**src/rtl/servo_pkg.sv**
```systemverilog
// Package: shared step encoding for the tracking converter core.
// Assumes nothing beyond being compiled first.
package servo_pkg;
    typedef enum logic [1:0] {
        STEP_NONE = 2'd0,
        STEP_UP   = 2'd1,
        STEP_DN   = 2'd2
    } step_e;
endpackage

```
**src/rtl/servo_step_ctl.sv**
```systemverilog
// Module: servo_step_ctl
// Decides the counter move for this cycle from the comparator, the
// hold and direction-disable controls and the saturation rails.
// Assumes clr is handled by the counter register, which gives it priority.
module servo_step_ctl
    import servo_pkg::*;
#(
    parameter int W = 8
) (
    input  logic         hold,
    input  logic         up_dis,
    input  logic         dn_dis,
    input  logic         cmp_hi,
    input  logic [W-1:0] count,
    output step_e        step
);
    localparam logic [W-1:0] TOP = {W{1'b1}};
    localparam logic [W-1:0] BOT = '0;

    // Pick a step that respects hold, the disables and the rails.
    always_comb begin
        step = STEP_NONE;
        if (!hold) begin
            if (cmp_hi) begin
                if (!up_dis && count != TOP) step = STEP_UP;
            end else begin
                if (!dn_dis && count != BOT) step = STEP_DN;
            end
        end
    end
endmodule

```
**src/rtl/servo_updown_reg.sv**
```systemverilog
// Module: servo_updown_reg
// Holds the tracking count and the output register. clr overrides
// the step; the output register follows the next count unless hold is high.
// Assumes the step input never asks to leave the code range.
module servo_updown_reg
    import servo_pkg::*;
#(
    parameter int W = 8
) (
    input  logic         clk,
    input  logic         rst_n,
    input  logic         clr,
    input  logic         hold,
    input  logic [W-1:0] init_code,
    input  step_e        step,
    output logic [W-1:0] count,
    output logic [W-1:0] held
);
    localparam logic [W-1:0] ONE = {{(W-1){1'b0}}, 1'b1};

    logic [W-1:0] count_nx;

    // Next count: a load wins over a step.
    always_comb begin
        if (clr) begin
            count_nx = init_code;
        end else begin
            unique case (step)
                STEP_UP: count_nx = count + ONE;
                STEP_DN: count_nx = count - ONE;
                default: count_nx = count;
            endcase
        end
    end

    // Counter register.
    always_ff @(posedge clk) begin
        if (!rst_n) count <= '0;
        else        count <= count_nx;
    end

    // Output register, frozen while hold is high.
    always_ff @(posedge clk) begin
        if (!rst_n)     held <= '0;
        else if (!hold) held <= count_nx;
    end
endmodule

```
**src/rtl/servo_settle_mon.sv**
```systemverilog
// Module: servo_settle_mon
// Counts reversals of the comparator between successive tracking cycles
// and flags settling after REVERSALS of them. Clear and reset restart it.
// Assumes REVERSALS is at least 1.
module servo_settle_mon #(
    parameter int REVERSALS = 2
) (
    input  logic clk,
    input  logic rst_n,
    input  logic clr,
    input  logic track_en,
    input  logic dir,
    output logic settled
);
    localparam int CW = $clog2(REVERSALS + 1);
    localparam logic [CW-1:0] LIMIT = CW'(REVERSALS);

    logic          have_prev;
    logic          prev_dir;
    logic [CW-1:0] rev_cnt;

    // Remember the last tracking direction and count reversals up to the limit.
    always_ff @(posedge clk) begin
        if (!rst_n || clr) begin
            have_prev <= 1'b0;
            prev_dir  <= 1'b0;
            rev_cnt   <= '0;
        end else if (track_en) begin
            have_prev <= 1'b1;
            prev_dir  <= dir;
            if (have_prev && dir != prev_dir && rev_cnt != LIMIT)
                rev_cnt <= rev_cnt + 1'b1;
        end
    end

    assign settled = (rev_cnt == LIMIT);
endmodule

```
**src/rtl/servo_track_adc.sv**
```systemverilog
// Module: servo_track_adc (top)
// Digital core of a tracking converter: an up/down counter that follows
// the comparator, with hold, minimum/maximum capture and settle flag.
// Assumes cmp_hi is already synchronous to clk.
module servo_track_adc
    import servo_pkg::*;
#(
    parameter int W         = 8,
    parameter int REVERSALS = 2
) (
    input  logic         clk,
    input  logic         rst_n,
    input  logic         clr,
    input  logic [W-1:0] init_code,
    input  logic         hold,
    input  logic         up_dis,
    input  logic         dn_dis,
    input  logic         cmp_hi,
    output logic [W-1:0] dac_code,
    output logic [W-1:0] held_code,
    output logic         valid
);
    step_e step;
    logic  track_en;

    // A cycle tracks when neither a load nor a freeze is requested.
    assign track_en = !clr && !hold;

    servo_step_ctl #(.W(W)) u_step (
        .hold   (hold),
        .up_dis (up_dis),
        .dn_dis (dn_dis),
        .cmp_hi (cmp_hi),
        .count  (dac_code),
        .step   (step)
    );

    servo_updown_reg #(.W(W)) u_cnt (
        .clk       (clk),
        .rst_n     (rst_n),
        .clr       (clr),
        .hold      (hold),
        .init_code (init_code),
        .step      (step),
        .count     (dac_code),
        .held      (held_code)
    );

    servo_settle_mon #(.REVERSALS(REVERSALS)) u_mon (
        .clk      (clk),
        .rst_n    (rst_n),
        .clr      (clr),
        .track_en (track_en),
        .dir      (cmp_hi),
        .settled  (valid)
    );
endmodule

```
**config.mk**
```make
export PLATFORM = sky130hd
export DESIGN_NAME = servo_track_adc
export DESIGN_NICKNAME = d
export VERILOG_FILES = /design/src/rtl/servo_pkg.sv /design/src/rtl/servo_step_ctl.sv /design/src/rtl/servo_updown_reg.sv /design/src/rtl/servo_settle_mon.sv /design/src/rtl/servo_track_adc.sv
export SDC_FILE = /design/constraint.sdc
export NUM_CORES = 1
export LEC_CHECK = 0
export ABC_AREA = 0
export BUFFER_PORTS_ARGS = -buffer_cell sky130_fd_sc_hd__buf_2
export CAP_MARGIN = 20
export CORE_ASPECT_RATIO = 0.5
export CORE_UTILIZATION = 45
export CTS_CLUSTER_DIAMETER = 150
export DETAILED_ROUTE_END_ITERATION = 10
export GPL_ROUTABILITY_DRIVEN = 0
export PLACE_DENSITY = 0.69
export SKIP_CTS_REPAIR_TIMING = 1
export SYNTH_ARGS = -nofsm -noshare
export SYNTH_HDL_FRONTEND = slang
export SYNTH_SLANG_ARGS = --single-unit
```
**constraint.sdc**
```tcl
create_clock -name clk -period 3.1 [get_ports clk]
set_input_delay 0.465 -clock clk [delete_from_list [all_inputs] [get_ports clk]]
set_output_delay 0.465 -clock clk [all_outputs]
set_load 0.005 [all_outputs]
```
==> impl_metrics.env, run 1 <==
export IMPL_synth_top_family_by_area="compound AO/OA/AOI/OAI gates"
export IMPL_htreeDepth=1
export IMPL_synth_compound_area_share_pct=26.4
export IMPL_status="finished clean"
export IMPL_die_width_um=76.9
export IMPL_fin_total_pwr_uw=649
export IMPL_hold_ws_ns=0.453
export IMPL_syn_avg_cell_area_sq_um=8.19
export IMPL_port_buffers=31
export IMPL_rows=13
export IMPL_cts_root_buf="clkbuf_8"
export IMPL_stdcell_count=226
export IMPL_end_kind="flop"
export IMPL_die_h_um=39.4
export IMPL_grt_overflow=0
export IMPL_layout_min_cycle_time_ns=2.95
export IMPL_cts_path_max_buffers=2
export IMPL_routed_via_density=5.66
export IMPL_ys_seq_area_share_pct=31.7
export IMPL_grt_total_usage_pct=22.8
export IMPL_cp_start_kind="flop"
export IMPL_synth_edf_count=0
export IMPL_tns_ns=0
export IMPL_fmax_mhz=339
export IMPL_grt_pass1_vias=1094
export IMPL_critPathKind="reg -> reg"
export IMPL_finalHoldViolCount=0
export IMPL_powerDensity_mw_per_mm2=422
export IMPL_synth_commonest_cells="20 x dfxtp_1, 16 x nand2_1, 14 x a21oi_1, 11 x nor2_1, 10 x inv_1"
export IMPL_clk_pin_slew_ns=0.07
export IMPL_drv_cap=0
export IMPL_slew_headroom_pct=62.2
export IMPL_worst_slack_ns=0.154
export IMPL_grt_pass1_wl_mm=5.09
export IMPL_synth_area_leaders="dfxtp_1 32%, ha_1 7.9%, a21oi_1 5.6%"
export IMPL_numClockSinks=20
export IMPL_vdd_drop_max_v=0.000176
export IMPL_synthMuxAreaShare_pct=1.59
export IMPL_pin_count=32
export IMPL_synth_area_sq_mm=0.00126
export IMPL_placed_cell_area_sq_mm=0.00148
export IMPL_routed_wl_mm=3.13
export IMPL_dp_hpwl_mm=2.40
export IMPL_syn_nets=178
export IMPL_coreArea_sq_mm=0.00262
export IMPL_final_core_util_pct=58.8
export IMPL_start_util_pct=48.2
export IMPL_skew_ns=0.00170
export IMPL_die_area_sq_mm=0.00303
export IMPL_leakagePower_nw=0.674
export IMPL_synthXorXnorAreaFrac_pct=3.47
export IMPL_initialDrtViolationCount=36
export IMPL_clk_latency_ns=0.25
export IMPL_yosysTopAreaCellShare_pct=31.7
export IMPL_ys_ff_latch=20
export IMPL_diodes=0
export IMPL_drtAntennaViolNets=0
export IMPL_vias=1279
export IMPL_fin_area_sq_mm=0.00154
export IMPL_drc=0
export IMPL_place_ws_ns=0.150
export IMPL_dp_cells=222
export IMPL_drtPass1Iterations=4
export IMPL_tightest_slew_ns=0.562
export IMPL_wl_per_cell_um=13.9
export IMPL_crit_fanout=8
export IMPL_antenna_found_initial=0
export IMPL_synthFlopType="dfxtp_1"
export IMPL_crit_required_ns=3.24
export IMPL_synth_simple_area_share_pct=22.1
export IMPL_crit_arrival_ns=3.09
export IMPL_drv_slew=0
export IMPL_synth_top_area_cell="dfxtp_1"
export IMPL_hp_class="reg -> reg"
export IMPL_synth_warnings=0
export IMPL_postSynthCellCount=154
export IMPL_synthAdderAreaFrac_pct=9.52
export IMPL_yosysUniqueCellTypes=42
export IMPL_setup_violations=0
export IMPL_numCtsBuffers=3
export IMPL_synth_most_common_cell="dfxtp_1"
export IMPL_area_growth_pct=22.0
export IMPL_cts_tree="yes"
export IMPL_period_share_pct=95.0
export IMPL_grt_max_degree=19
export IMPL_async_flop_share_pct=0
export IMPL_fin_nets=214
export IMPL_drive_above_1_share_pct=23.8
-- power by group --
part           switching, mW  internal (mW)
clock                 0.0833          0.113
combinational         0.0919         0.0720
sequential            0.0140          0.275
total                  0.189          0.460
-- layout by cell type, fill, tap and decap left out, drive strengths merged, types with 2 or more instances in the layout --
cell type  netlist  final
nand2b           2      2
nor3b            2      2
nand3            6      6
dfxtp           20     20
nand3b           2      2
o31ai            2      2
o21a             2      2
nand4            2      2
nand2           16     16
a211o            2      2
xnor2            2      2
a211oi           4      4
nor2            11     11
nor2b            2      2
mux2i            2      2
nor4             2      2
and3             2      2
o211ai           5      5
clkbuf           2      4
o21ai           10     10
ha               8      8
nor3             2      2
xor2             3      3
inv             10     10
or3b             2      2
buf              4     37
a21oi           14     14
-- critical path: stages, from the launching register on --
cell       delay [ns]
dfxtp_1          0.43
nor4_1           0.12
a2111oi_1        0.49
ha_2             0.38
inv_1            0.08
fa_1             0.40
nand2b_1         0.20
a211oi_1         0.34
mux2i_1          0.30
o31ai_1          0.10
-- path summary, 6_finish.rpt --
| check | from | end | slack [ns] | cells past startpoint |
|---|---|---|---|---|
| setup / recovery | u_cnt.count[4]$_SDFF_PN0_ | u_cnt.held[6]$_SDFFE_PN0N_ | 0.15 | 9 |
| hold / removal | u_mon.have_prev$_SDFFE_PP0P_ | u_mon.have_prev$_SDFFE_PP0P_ | 0.45 | 2 |
| setup reg to reg | u_cnt.count[4]$_SDFF_PN0_ | u_cnt.held[6]$_SDFFE_PN0N_ | 0.15 | 9 |
| hold reg to reg | u_mon.have_prev$_SDFFE_PP0P_ | u_mon.have_prev$_SDFFE_PP0P_ | 0.45 | 2 |
-- logic make-up (layout without fill, tap and decap cells) --
| group | Yosys count | count (layout) |
|---|---|---|
| mux | 2 | 2 |
| xor+xnor | 5 | 5 |
| simple gates | 54 | 54 |
| compound gates | 48 | 48 |
| buf+inv | 16 | 51 |
| fa+ha+maj | 9 | 9 |
| flops | 20 | 20 |
-- metal layers --
metal	routed length [um]	track usage, %
met5	0	0
met4	59	7.69
met1	1580	29.8
met3	218	6.98
met2	1270	36.4
-- sequential cells by signal, summed over array words and instances (netlist names) --
signal and flops:
u_cnt.count 8, u_cnt.held 8, u_mon.rev_cnt 2, u_mon.have_prev 1
u_mon.prev_dir 1
-- cell type report --
type / count / area [sq um]
fillers: 252 / 1080
well taps: 37 / 46.3
repair buffers: 37 / 200
multi-input cells: 118 / 800
inverters: 10 / 37.5
clock buffers: 4 / 55.1
flip-flops and latches: 20 / 400
(Power assumes the default switching activity.)
==> run 2: changes to the inputs <==
--- a/config.mk
+++ b/config.mk
@@ -13,7 +13,7 @@
 export CTS_CLUSTER_DIAMETER = 150
 export DETAILED_ROUTE_END_ITERATION = 10
 export GPL_ROUTABILITY_DRIVEN = 0
-export PLACE_DENSITY = 0.69
+export PLACE_DENSITY = 0.72
 export SKIP_CTS_REPAIR_TIMING = 1
 export SYNTH_ARGS = -nofsm -noshare
 export SYNTH_HDL_FRONTEND = slang
==> constraint.sdc (replaced) <==
create_clock -name clk -period 2.6 [get_ports clk]
set_input_delay 0.39 -clock clk [delete_from_list [all_inputs] [get_ports clk]]
set_output_delay 0.39 -clock clk [all_outputs]
set_load 0.005 [all_outputs]
==> run 2 against run 1 <==
Critical path depth unchanged. Flip-flop and latch count is the same. Non-clock buffer count is 7 higher. Utilization grew 3.1 points. Cell area grew 5.3%. Combinational power up 35%. Highest routed layer unchanged.
==> impl_metrics.env, run 2 (same netlist as run 1, synthesis figures left out) <==
export IMPL_use_met1_pct=30.7
export IMPL_final_cell_mix="31 x buf_2, 19 x dfxtp_1, 16 x nand2_1, 13 x a21oi_1, 13 x buf_4"
export IMPL_tns_ns=0
export IMPL_r2r_start="u_cnt.count[1]$_SDFF_PN0_"
export IMPL_vdd_drop_max_v=0.000208
export IMPL_largestRegisters="u_cnt.count x8, u_cnt.held x8, u_mon.rev_cnt x2"
export IMPL_crit_required_ns=2.74
export IMPL_setup_violations=0
export IMPL_crit_arrival_ns=2.64
export IMPL_drtAntennaViolNets=0
export IMPL_grt_overflow=0
export IMPL_antenna_found_initial=0
export IMPL_rsz0062_at_grt="true"
export IMPL_slew_headroom_pct=76.1
export IMPL_grt_pass1_vias=1131
export IMPL_stdcell_count=233
export IMPL_worstHoldEndpoint="u_cnt.count[1]$_SDFF_PN0_"
export IMPL_routed_wl_mm=3.42
export IMPL_finalHoldViolCount=0
export IMPL_fin_nets=221
export IMPL_grt_pass1_wl_mm=5.25
export IMPL_final_common_cell="buf_2"
export IMPL_period_share_pct=96.1
export IMPL_rows=13
export IMPL_htreeDepth=1
export IMPL_p_sw_share_pct=29.4
export IMPL_numClockSinks=20
export IMPL_hold_depth=3
export IMPL_clock_power_share_pct=29.3
export IMPL_worst_r2r_path_depth=9
export IMPL_intPower_uw=562
export IMPL_cts_root_buf="clkbuf_8"
export IMPL_tightest_slew_ns=0.357
export IMPL_met3_usage_pct=6.28
export IMPL_end_kind="flop"
export IMPL_path_buf_inv=1
export IMPL_hp_class="in -> reg"
export IMPL_die_area_sq_mm=0.00303
export IMPL_critPathKind="reg -> reg"
export IMPL_min_from="init_code[1]"
export IMPL_drv_cap=0
export IMPL_clk_latency_ns=0.25
export IMPL_grt_busiest_layer="met2"
export IMPL_drtPass1Iterations=4
export IMPL_layout_min_cycle_time_ns=2.50
export IMPL_crit_chain="nor4_2 > a2111oi_1 > ha_2 > buf_4 > ha_1 > or3b_1 > a211o_1 > o211ai_1 > o21ai_1"
export IMPL_pwr_share_seq_pct=42.8
export IMPL_initialDrtViolationCount=61
export IMPL_start_util_pct=48.2
export IMPL_dp_hpwl_mm=2.61
export IMPL_met2_usage_pct=39.5
export IMPL_status="finished clean"
export IMPL_pin_count=32
export IMPL_critPathSlowestCell="ha_1"
export IMPL_drc=0
export IMPL_die_h_um=39.4
export IMPL_routed_via_density=5.60
export IMPL_r2r_end="u_cnt.held[4]$_SDFFE_PN0N_"
export IMPL_dp_cells=228
export IMPL_grt_max_degree=19
export IMPL_crit_fanout=6
export IMPL_wl_per_cell_um=14.7
export IMPL_power_frac_comb_pct=27.9
export IMPL_leakagePower_nw=0.711
export IMPL_max_stage_delay_ns=0.38
export IMPL_diodes=0
export IMPL_r2r_slack_ns=0.10
export IMPL_cp_top_family="simple AND/OR/NAND/NOR gates"
export IMPL_powerDensity_mw_per_mm2=491
export IMPL_clk_pin_slew_ns=0.07
export IMPL_drive_above_1_share_pct=29.1
export IMPL_drv_slew=0
export IMPL_skew_ns=0.00136
export IMPL_die_width_um=76.9
export IMPL_vias=1304
export IMPL_cts_tree="yes"
export IMPL_area_growth_pct=28.5
export IMPL_port_buffers=31
export IMPL_numCtsBuffers=3
export IMPL_cp_start_kind="flop"
export IMPL_grt_total_usage_pct=23.6
export IMPL_coreArea_sq_mm=0.00262
export IMPL_cts_path_max_buffers=2
export IMPL_fmax_mhz=400
export IMPL_switching_power_uw=234
run 2: cell count changes in the layout (fill, tap and decap cells not counted), sizes merged:
cell / before / now
buf: 37 / 44
run 2: worst reg2reg max path, delay by kind of cell, from the launching register on:
| family | cells | cell delay, ns |
|---|---|---|
| and+or+nand+nor | 2 | 0.70 |
| DFF | 1 | 0.32 |
| AOI/OAI and AO/OA | 4 | 0.59 |
| buffers and inverters | 1 | 0.17 |
| adders and majority gates | 2 | 0.59 |
run 2: power groups by stage:
| stage | logic [mW] | registers (mW) | clock network, mW |
|---|---|---|---|
| 6_report | 0.222 | 0.341 | 0.233 |
| 3_5_place_dp | 0.210 | 0.346 | 0 |
| 3_3_place_gp | 0.205 | 0.345 | 0 |
| 4_1_cts | 0.212 | 0.339 | 0.241 |
| 5_1_grt | 0.245 | 0.343 | 0.252 |
| 2_1_floorplan | 0.119 | 0.354 | 0 |
run 2: how the worst max path moves through the flow:
stage	slack, ns	from	endpoint	cells past startpoint
2_1_floorplan	0.007	hold	u_cnt.held[6]$_SDFFE_PN0N_	9
3_3_place_gp	0.04	hold	u_cnt.count[7]$_SDFF_PN0_	9
3_5_place_dp	-0.04	hold	u_cnt.held[6]$_SDFFE_PN0N_	9
4_1_cts	0.03	u_cnt.count[1]$_SDFF_PN0_	u_cnt.held[4]$_SDFFE_PN0N_	9
5_1_grt	-0.04	u_cnt.count[7]$_SDFF_PN0_	u_cnt.count[7]$_SDFF_PN0_	9
6_report	0.10	u_cnt.count[1]$_SDFF_PN0_	u_cnt.held[4]$_SDFFE_PN0N_	9
run 2: layer usage:
layer / part of all wire (%) / wire, um / vias to the layer above
met1: 48 / 1640 / 604
li1: - / - / 644
met2: 43 / 1490 / 52
met4: 0.76 / 26 / 0
met3: 7.7 / 263 / 4
met5: 0 / 0 / -
run 2: per-stage QoR:
stage	hold WS, ns	setup WS [ns]	instance area (sq um)	power [mW]	utilization (%)
after floorplan	0.425	0.00700	1260	0.473	-
after global placement	0.432	0.0447	1530	0.551	58.4
after detailed placement	0.453	-0.0424	1530	0.556	58.4
after CTS	0.395	0.0345	1580	0.792	60.5
after global routing	0.408	-0.0361	1620	0.840	61.9
final	0.399	0.102	1620	0.796	61.9
run 2: final cells by class:
class / count / area (sq um)
Clock buffer: 4 / 55.1
Fill cell: 231 / 998
Inverter: 10 / 37.5
Multi-Input combinational cell: 118 / 827
Sequential cell: 20 / 402
Tap cell: 37 / 46.3
Timing Repair Buffer: 44 / 253
